`config.mk`:
```
export PLATFORM = sky130hd
export DESIGN_NAME = dual_biquad_engine
export DESIGN_NICKNAME = d
export VERILOG_FILES = /design/src/rtl/bq_pkg.sv /design/src/rtl/bq_mac.sv /design/src/rtl/bq_section.sv /design/src/rtl/dual_biquad_engine.sv
export SDC_FILE = /design/constraint.sdc
export NUM_CORES = 2
export LEC_CHECK = 0
export ABC_AREA = 1
export BUFFER_PORTS_ARGS = -buffer_cell sky130_fd_sc_hd__clkbuf_2
export CAP_MARGIN = 25
export CORE_ASPECT_RATIO = 0.9
export CORE_UTILIZATION = 55
export DETAILED_ROUTE_END_ITERATION = 7
export PLACE_DENSITY = 0.72
export SYNTH_ARGS = -nofsm -noshare
export SYNTH_HDL_FRONTEND = slang
export SYNTH_SLANG_ARGS = --single-unit
```
`constraint.sdc`:
```
create_clock -name clk -period 11.39 [get_ports clk]
set_input_delay 0.5695 -clock clk [delete_from_list [all_inputs] [get_ports clk]]
set_output_delay 0.5695 -clock clk [all_outputs]
set_load 0.005 [all_outputs]
```
`src/rtl/bq_pkg.sv`:
```
package bq_pkg;
  localparam int SAMP_W  = 16;
  localparam int COEF_W  = 16;
  localparam int ACC_W   = 40;
  localparam int FRAC_W  = 14;
  localparam int N_COEF  = 5;
  localparam int LAST_STEP = 4;

  typedef enum logic [1:0] {ST_IDLE, ST_WAIT, ST_CALC, ST_OUT} bq_state_e;

  function automatic logic signed [SAMP_W-1:0] sat_round(input logic signed [ACC_W-1:0] acc);
    logic signed [ACC_W-1:0] r;
    r = (acc + (ACC_W'(1) <<< (FRAC_W - 1))) >>> FRAC_W;
    if (r > ACC_W'(2**(SAMP_W-1) - 1))
      return {1'b0, {(SAMP_W-1){1'b1}}};
    else if (r < -ACC_W'(2**(SAMP_W-1)))
      return {1'b1, {(SAMP_W-1){1'b0}}};
    else
      return r[SAMP_W-1:0];
  endfunction
endpackage

```
`src/rtl/bq_mac.sv`:
```
module bq_mac #(
  parameter int A_W   = 16,
  parameter int B_W   = 16,
  parameter int ACC_W = 40
) (
  input  logic                    clk,
  input  logic                    rst_n,
  input  logic                    en,
  input  logic                    load,
  input  logic                    sub,
  input  logic signed [ACC_W-1:0] init,
  input  logic signed [A_W-1:0]   opa,
  input  logic signed [B_W-1:0]   opb,
  output logic signed [ACC_W-1:0] acc
);
  localparam int P_W = A_W + B_W;

  logic signed [P_W-1:0]   prod;
  logic signed [ACC_W-1:0] prod_x;
  logic signed [ACC_W-1:0] base;
  logic signed [ACC_W-1:0] acc_d;

  always_comb begin
    prod   = opa * opb;
    prod_x = {{(ACC_W-P_W){prod[P_W-1]}}, prod};
    base   = load ? init : acc;
    acc_d  = sub ? (base - prod_x) : (base + prod_x);
  end

  always_ff @(posedge clk or negedge rst_n) begin
    if (!rst_n)  acc <= '0;
    else if (en) acc <= acc_d;
  end
endmodule

```
`src/rtl/bq_section.sv`:
```
module bq_section
  import bq_pkg::*;
#(
  parameter int BATCH = 8
) (
  input  logic              clk,
  input  logic              rst_n,
  input  logic              wr_en,
  input  logic [2:0]        wr_idx,
  input  logic [15:0]       wr_data,
  input  logic [2:0]        rd_idx,
  output logic [15:0]       rd_data,
  input  logic              s_valid,
  output logic              s_ready,
  input  logic [SAMP_W-1:0] s_data,
  output logic              m_valid,
  input  logic              m_ready,
  output logic [SAMP_W-1:0] m_data
);
  localparam int CNT_W   = $clog2(BATCH + 1);
  localparam int IDX_CTL = 7;
  localparam int IDX_H1  = 5;
  localparam int IDX_H2  = 6;

  bq_state_e                 st_q, st_d;
  logic [2:0]                step_q, step_d;
  logic [CNT_W-1:0]          cnt_q, cnt_d;
  logic                      done_q, done_d;
  logic signed [SAMP_W-1:0]  x_q;
  logic signed [SAMP_W-1:0]  h1_q, h1_d, h2_q, h2_d;
  logic signed [SAMP_W-1:0]  w_q, w_now;
  logic signed [COEF_W-1:0]  coef_q [N_COEF];
  logic signed [ACC_W-1:0]   acc;
  logic signed [ACC_W-1:0]   mac_init;
  logic signed [COEF_W-1:0]  opa;
  logic signed [SAMP_W-1:0]  opb;
  logic                      busy, cfg_we, start, clr, take, give, last;
  logic                      mac_load, mac_sub, calc;

  always_comb begin
    busy   = (st_q != ST_IDLE);
    cfg_we = wr_en && !busy;
    start  = cfg_we && (wr_idx == 3'(IDX_CTL)) && wr_data[0];
    clr    = cfg_we && (wr_idx == 3'(IDX_CTL)) && wr_data[1];
    take   = (st_q == ST_WAIT) && s_valid;
    give   = (st_q == ST_OUT) && m_ready;
    last   = (cnt_q == CNT_W'(1));
    calc   = (st_q == ST_CALC);
    w_now  = sat_round(acc);
  end

  // next state of the sequencer
  always_comb begin
    st_d   = st_q;
    step_d = step_q;
    cnt_d  = cnt_q;
    done_d = done_q;
    unique case (st_q)
      ST_IDLE: if (start) begin
        st_d   = ST_WAIT;
        cnt_d  = CNT_W'(BATCH);
        done_d = 1'b0;
      end
      ST_WAIT: if (take) begin
        st_d   = ST_CALC;
        step_d = '0;
      end
      ST_CALC: begin
        step_d = step_q + 3'd1;
        if (step_q == 3'(LAST_STEP)) st_d = ST_OUT;
      end
      ST_OUT: if (give) begin
        cnt_d = cnt_q - CNT_W'(1);
        if (last) begin
          st_d   = ST_IDLE;
          done_d = 1'b1;
        end else begin
          st_d = ST_WAIT;
        end
      end
      default: st_d = ST_IDLE;
    endcase
  end

  // history next value: software write, clear, or shift after a sample
  always_comb begin
    h1_d = h1_q;
    h2_d = h2_q;
    if (cfg_we && wr_idx == 3'(IDX_H1)) h1_d = wr_data;
    if (cfg_we && wr_idx == 3'(IDX_H2)) h2_d = wr_data;
    if (clr) begin
      h1_d = '0;
      h2_d = '0;
    end
    if (calc && step_q == 3'(LAST_STEP)) begin
      h2_d = h1_q;
      h1_d = w_q;
    end
  end

  // operand schedule of the shared multiplier
  always_comb begin
    mac_load = (step_q == 3'd0) || (step_q == 3'd2);
    mac_sub  = (step_q < 3'd2);
    mac_init = (step_q == 3'd0)
             ? {{(ACC_W-SAMP_W-FRAC_W){x_q[SAMP_W-1]}}, x_q, {FRAC_W{1'b0}}}
             : '0;
    unique case (step_q)
      3'd0:    begin opa = coef_q[3]; opb = h1_q;  end
      3'd1:    begin opa = coef_q[4]; opb = h2_q;  end
      3'd2:    begin opa = coef_q[0]; opb = w_now; end
      3'd3:    begin opa = coef_q[1]; opb = h1_q;  end
      default: begin opa = coef_q[2]; opb = h2_q;  end
    endcase
  end

  always_ff @(posedge clk or negedge rst_n) begin
    if (!rst_n) begin
      st_q   <= ST_IDLE;
      step_q <= '0;
      cnt_q  <= '0;
      done_q <= 1'b0;
      h1_q   <= '0;
      h2_q   <= '0;
    end else begin
      st_q   <= st_d;
      step_q <= step_d;
      cnt_q  <= cnt_d;
      done_q <= done_d;
      h1_q   <= h1_d;
      h2_q   <= h2_d;
    end
  end

  always_ff @(posedge clk or negedge rst_n) begin
    if (!rst_n)    x_q <= '0;
    else if (take) x_q <= s_data;
  end

  always_ff @(posedge clk or negedge rst_n) begin
    if (!rst_n)                           w_q <= '0;
    else if (calc && step_q == 3'd2)      w_q <= w_now;
  end

  for (genvar c = 0; c < N_COEF; c++) begin : g_coef
    always_ff @(posedge clk or negedge rst_n) begin
      if (!rst_n)                             coef_q[c] <= '0;
      else if (cfg_we && wr_idx == 3'(c))     coef_q[c] <= wr_data;
    end
  end

  bq_mac #(.A_W(COEF_W), .B_W(SAMP_W), .ACC_W(ACC_W)) u_mac (
    .clk  (clk),
    .rst_n(rst_n),
    .en   (calc),
    .load (mac_load),
    .sub  (mac_sub),
    .init (mac_init),
    .opa  (opa),
    .opb  (opb),
    .acc  (acc)
  );

  always_comb begin
    s_ready = (st_q == ST_WAIT);
    m_valid = (st_q == ST_OUT);
    m_data  = w_now;
    unique case (rd_idx)
      3'd5:    rd_data = h1_q;
      3'd6:    rd_data = h2_q;
      3'd7:    rd_data = {8'd0, 4'(cnt_q), 2'b00, done_q, busy};
      default: rd_data = (rd_idx < 3'(N_COEF)) ? coef_q[rd_idx] : '0;
    endcase
  end
endmodule

```
`src/rtl/dual_biquad_engine.sv`:
```
module dual_biquad_engine
  import bq_pkg::*;
#(
  parameter int N_ENG  = 2,
  parameter int BATCH  = 8,
  localparam int ENG_B = (N_ENG > 1) ? $clog2(N_ENG) : 1,
  localparam int ADR_W = 3 + ENG_B
) (
  input  logic                    clk,
  input  logic                    rst_n,
  input  logic                    bus_wr_en,
  input  logic [ADR_W-1:0]        bus_addr,
  input  logic [15:0]             bus_wdata,
  output logic [15:0]             bus_rdata,
  input  logic [N_ENG-1:0]        s_valid,
  output logic [N_ENG-1:0]        s_ready,
  input  logic [N_ENG*SAMP_W-1:0] s_data,
  output logic [N_ENG-1:0]        m_valid,
  input  logic [N_ENG-1:0]        m_ready,
  output logic [N_ENG*SAMP_W-1:0] m_data
);
  logic [1:0]  rst_sync;
  logic        rst_core_n;
  logic [15:0] rd_eng [N_ENG];

  // asynchronous assert, synchronous release
  always_ff @(posedge clk or negedge rst_n) begin
    if (!rst_n) rst_sync <= 2'b00;
    else        rst_sync <= {rst_sync[0], 1'b1};
  end
  assign rst_core_n = rst_sync[1];

  for (genvar e = 0; e < N_ENG; e++) begin : g_eng
    logic eng_wr;
    assign eng_wr = bus_wr_en && (bus_addr[ADR_W-1:3] == ENG_B'(e));

    bq_section #(.BATCH(BATCH)) u_sec (
      .clk    (clk),
      .rst_n  (rst_core_n),
      .wr_en  (eng_wr),
      .wr_idx (bus_addr[2:0]),
      .wr_data(bus_wdata),
      .rd_idx (bus_addr[2:0]),
      .rd_data(rd_eng[e]),
      .s_valid(s_valid[e]),
      .s_ready(s_ready[e]),
      .s_data (s_data[e*SAMP_W +: SAMP_W]),
      .m_valid(m_valid[e]),
      .m_ready(m_ready[e]),
      .m_data (m_data[e*SAMP_W +: SAMP_W])
    );
  end

  always_comb begin
    bus_rdata = '0;
    for (int e = 0; e < N_ENG; e++)
      if (bus_addr[ADR_W-1:3] == ENG_B'(e)) bus_rdata = rd_eng[e];
  end
endmodule

```
==> flow_summary.ini <==
[synth]
ys.flop_type = dfrtp_1
synthMuxAreaShare = 0.00188
avgSynthCellArea_um2 = 7.34
synthAdderAreaFrac = 0.290
synth_xor_area_frac = 0.0303
ys_async_sr_fraction = 1.00
yosysUniqueCellTypes = 65
yosysWarnings = 0
seq_area_frac_synth = 0.203
synthSimpleGateAreaFrac = 0.217
synth_top_family_by_area = adder cells
synth_compound_area_frac = 0.142
synth_seq_cells = 390
synthCells = 6547
syn_nets = 7401
syn-cell-area_um2 = 48000
synth_edf_count = 0

[worst_setup_path]
crit_path_max_fanout = 7
cp_common_cell = nand2_1
rr_worst_depth = 52
rrSetupSlack_ns = 0.48
critPathMaxStageDelay_ns = 0.55
required_ns = 11.77
crit-reg2reg-launch = g_eng[0].u_sec.u_mac.acc[14]$_DFFE_PN0P_
cp-start-kind = flip-flop
cp-end-kind = flip-flop
r2r_end = g_eng[0].u_sec.u_mac.acc[26]$_DFFE_PN0P_
worst-setup-path-type = reg -> reg
crit_slowest_cell = fa_1
worst_ep_arrival_time_ns = 11.29

[drt]
drt_first_pass_iters = 8
wirelength_mm = 168
viasPerCell = 5.75
num_vias = 46400
drt-initial-drc-count = 5249
wl_per_cell_um = 20.7
drc = 8
antenna_left = 0

[outcome]
status = finished with violations
violations = DRC

[floorplan]
core_area_um2 = 86300
dieArea_um2 = 88500
initial_utilization = 0.557
die_h_um = 282
core.rowCount = 102
chipWidth_um = 314
pin_count = 111

[global_routing]
antenna_found_initial = 6
grt_pass1_wl_mm = 255
grt_use_total = 0.377
overflow = 0
grt_max_degree = 76
grt_pass1_vias = 43700

[sta]
worst_pin_slew_ns = 1.05
drv_slew = 0
fmax_ghz = 0.0917
hold_viol_final = 0
setup_violations = 0
fin_crit_sh = 0.958
fin_crit_ns = 10.91
fin_ws_ns = 0.483
clock_skew_ns = 0.0351
maxSlewHeadroom = 0.298

[final_layout]
drive_above_1_share = 0.115
final_cells = 8074
final_util = 0.630
multiInputGateArea_um2 = 33200
fin_nets = 7746
syn_to_final_growth_pct = 13.2
n_fill_cell = 7867
design_area_um2 = 54400
regArea_um2 = 9770

[cts]
cts.sinks = 390
clk_pin_slew_worst_paths_ns = 0.07
insertion_delay_ns = 0.64
cts_made_buffers = 44
htree_num_levels = 2
root_buffer = clkbuf_16
cts.path.max_buffers = 3
cts_tree = done

[worst_hold_path]
hold_depth = 3
worstHoldEndpoint = g_eng[1].u_sec.x_q[14]$_DFFE_PN0P_
hp-class = in -> reg
min_from = s_data[30]

[placed_design]
port_buffers = 110
globalplace.congestion = 1.04
place_inst = 7933
placed_cell_area_um2 = 51700
dpl.hpwl_mm = 135
dp_slack_ns = -0.0657

[flow_run]
drv_cap = 0
-- flip-flops by register name, indices dropped and copies added, names as in the netlist --
| signal | count |
|---|---|
| rst_sync | 2 |
| g_eng.u_sec.step_q | 6 |
| g_eng.u_sec.h1_q | 32 |
| g_eng.u_sec.w_q | 32 |
| g_eng.u_sec.u_mac.acc | 80 |
| g_eng.u_sec.st_q | 4 |
| g_eng.u_sec.h2_q | 32 |
| g_eng.u_sec.coef_q | 160 |
| g_eng.u_sec.cnt_q | 8 |
| g_eng.u_sec.x_q | 32 |
| g_eng.u_sec.done_q | 2 |
-- critical path, delay by kind of cell, from the launching register on --
family          cells  cell delay, ns
compound gates      9            1.62
xor+xnor            2            0.32
fa+ha+maj           8            3.86
buf+inv             7            0.66
flops               1            0.44
simple gates       26            3.75
-- cell usage in the layout (no fill, tap or decap), types with 44 or more instances in the layout --
master,netlist,final
o22ai_1,71,71
clkbuf_16,0,44
clkbuf_2,0,110
ha_1,267,257
nor2_1,716,702
nand2_1,1444,1435
fa_1,528,522
xor2_1,111,105
inv_1,1214,1207
dfrtp_1,390,386
buf_4,13,369
nand4_1,47,47
a21oi_1,243,231
xnor2_1,55,52
nand3_1,205,204
o21ai_0,539,531
-- how the worst max path moves through the flow --
| stage | to | slack, ns | startpoint | cells after the start |
|---|---|---|---|---|
| floorplan | g_eng[0].u_sec.u_mac.acc[38]$_DFFE_PN0P_ | 1.61 | g_eng[0].u_sec.u_mac.acc[13]$_DFFE_PN0P_ | 53 |
| global placement | g_eng[0].u_sec.u_mac.acc[26]$_DFFE_PN0P_ | 0.03 | g_eng[0].u_sec.u_mac.acc[13]$_DFFE_PN0P_ | 52 |
| detailed placement | g_eng[0].u_sec.u_mac.acc[26]$_DFFE_PN0P_ | -0.07 | g_eng[0].u_sec.u_mac.acc[13]$_DFFE_PN0P_ | 52 |
| CTS | g_eng[0].u_sec.u_mac.acc[26]$_DFFE_PN0P_ | 0.03 | g_eng[0].u_sec.step_q[0]$_DFFE_PN0P_ | 48 |
| global route | g_eng[0].u_sec.u_mac.acc[35]$_DFFE_PN0P_ | -0.05 | g_eng[0].u_sec.u_mac.acc[14]$_DFFE_PN0P_ | 56 |
| finish | g_eng[0].u_sec.u_mac.acc[26]$_DFFE_PN0P_ | 0.48 | g_eng[0].u_sec.u_mac.acc[14]$_DFFE_PN0P_ | 52 |
-- kinds of logic (layout without fill, tap and decap cells) --
family          Yosys count  after routing
xor+xnor                166            166
buf+inv                1450           1829
mux                       8              8
fa+ha+maj               795            795
simple gates           2563           2564
compound gates         1174           1174
other cells               1              4
flops                   390            390
-- per-layer routing --
metal | part of all wire | track usage | routed length [um] | vias up
met2 | 0.40 | 0.530 | 67800 | 2566
met5 | 0.00024 | 0 | 40 | -
met3 | 0.14 | 0.117 | 23000 | 324
met4 | 0.026 | 0.0932 | 4340 | 6
met1 | 0.43 | 0.561 | 72300 | 22200
li1 | - | - | - | 21300
-- cells in the mapped netlist, types with 20 or more instances --
cell / n / share of area
o22ai_1: 71 / 0.0092
ha_1: 267 / 0.070
a22oi_1: 35 / 0.0055
a21oi_1: 243 / 0.025
buf_2: 27 / 0.0028
a31oi_1: 32 / 0.0042
clkbuf_1: 143 / 0.011
a221oi_1: 20 / 0.0036
a21o_1: 20 / 0.0031
nor2_1: 716 / 0.056
inv_1: 1214 / 0.095
o21ai_0: 539 / 0.056
nand3_1: 205 / 0.021
nor3_1: 51 / 0.0053
o21ai_2: 35 / 0.0064
o211ai_1: 41 / 0.0064
nand2_1: 1444 / 0.11
o221ai_1: 20 / 0.0036
o21ai_1: 32 / 0.0033
dfrtp_1: 390 / 0.20
a22o_1: 28 / 0.0051
fa_1: 528 / 0.22
or2_2: 25 / 0.0033
xor2_1: 111 / 0.020
xnor2_1: 55 / 0.010
nand4_1: 47 / 0.0061
-- stage by stage --
step	setup TNS, ns	hold WS (ns)
2_1_floorplan	0	0.274
3_3_place_gp	0	0.341
3_5_place_dp	-0.0657	0.340
4_1_cts	0	0.111
5_1_grt	-0.161	0.124
6_report	0	0.126
-- area by class of cell --
cell class                      instances  share of cell area
Multi-Input combinational cell       4708               0.610
Timing Repair inverter                  1           0.0000920
Inverter                             1252              0.0871
Sequential cell                       390               0.180
Antenna cell                            3            0.000138
Clock buffer                           56              0.0226
Clock inverter                         25             0.00706
Timing Repair Buffer                  495              0.0673
Tap cell                             1144              0.0263
-- timing repair --
item,4_1_cts,5_1_grt
buffers inserted,0,43
pin swaps,0,8
hold endpoints to repair,2,0
resized for setup,2,115
setup endpoints to repair,2,39
hold buffers,1,0
gates cloned,0,2
Power is left out: the tool's default activity adds up to more than one toggle a clock period on the data nets, which glitch-free logic cannot reach.
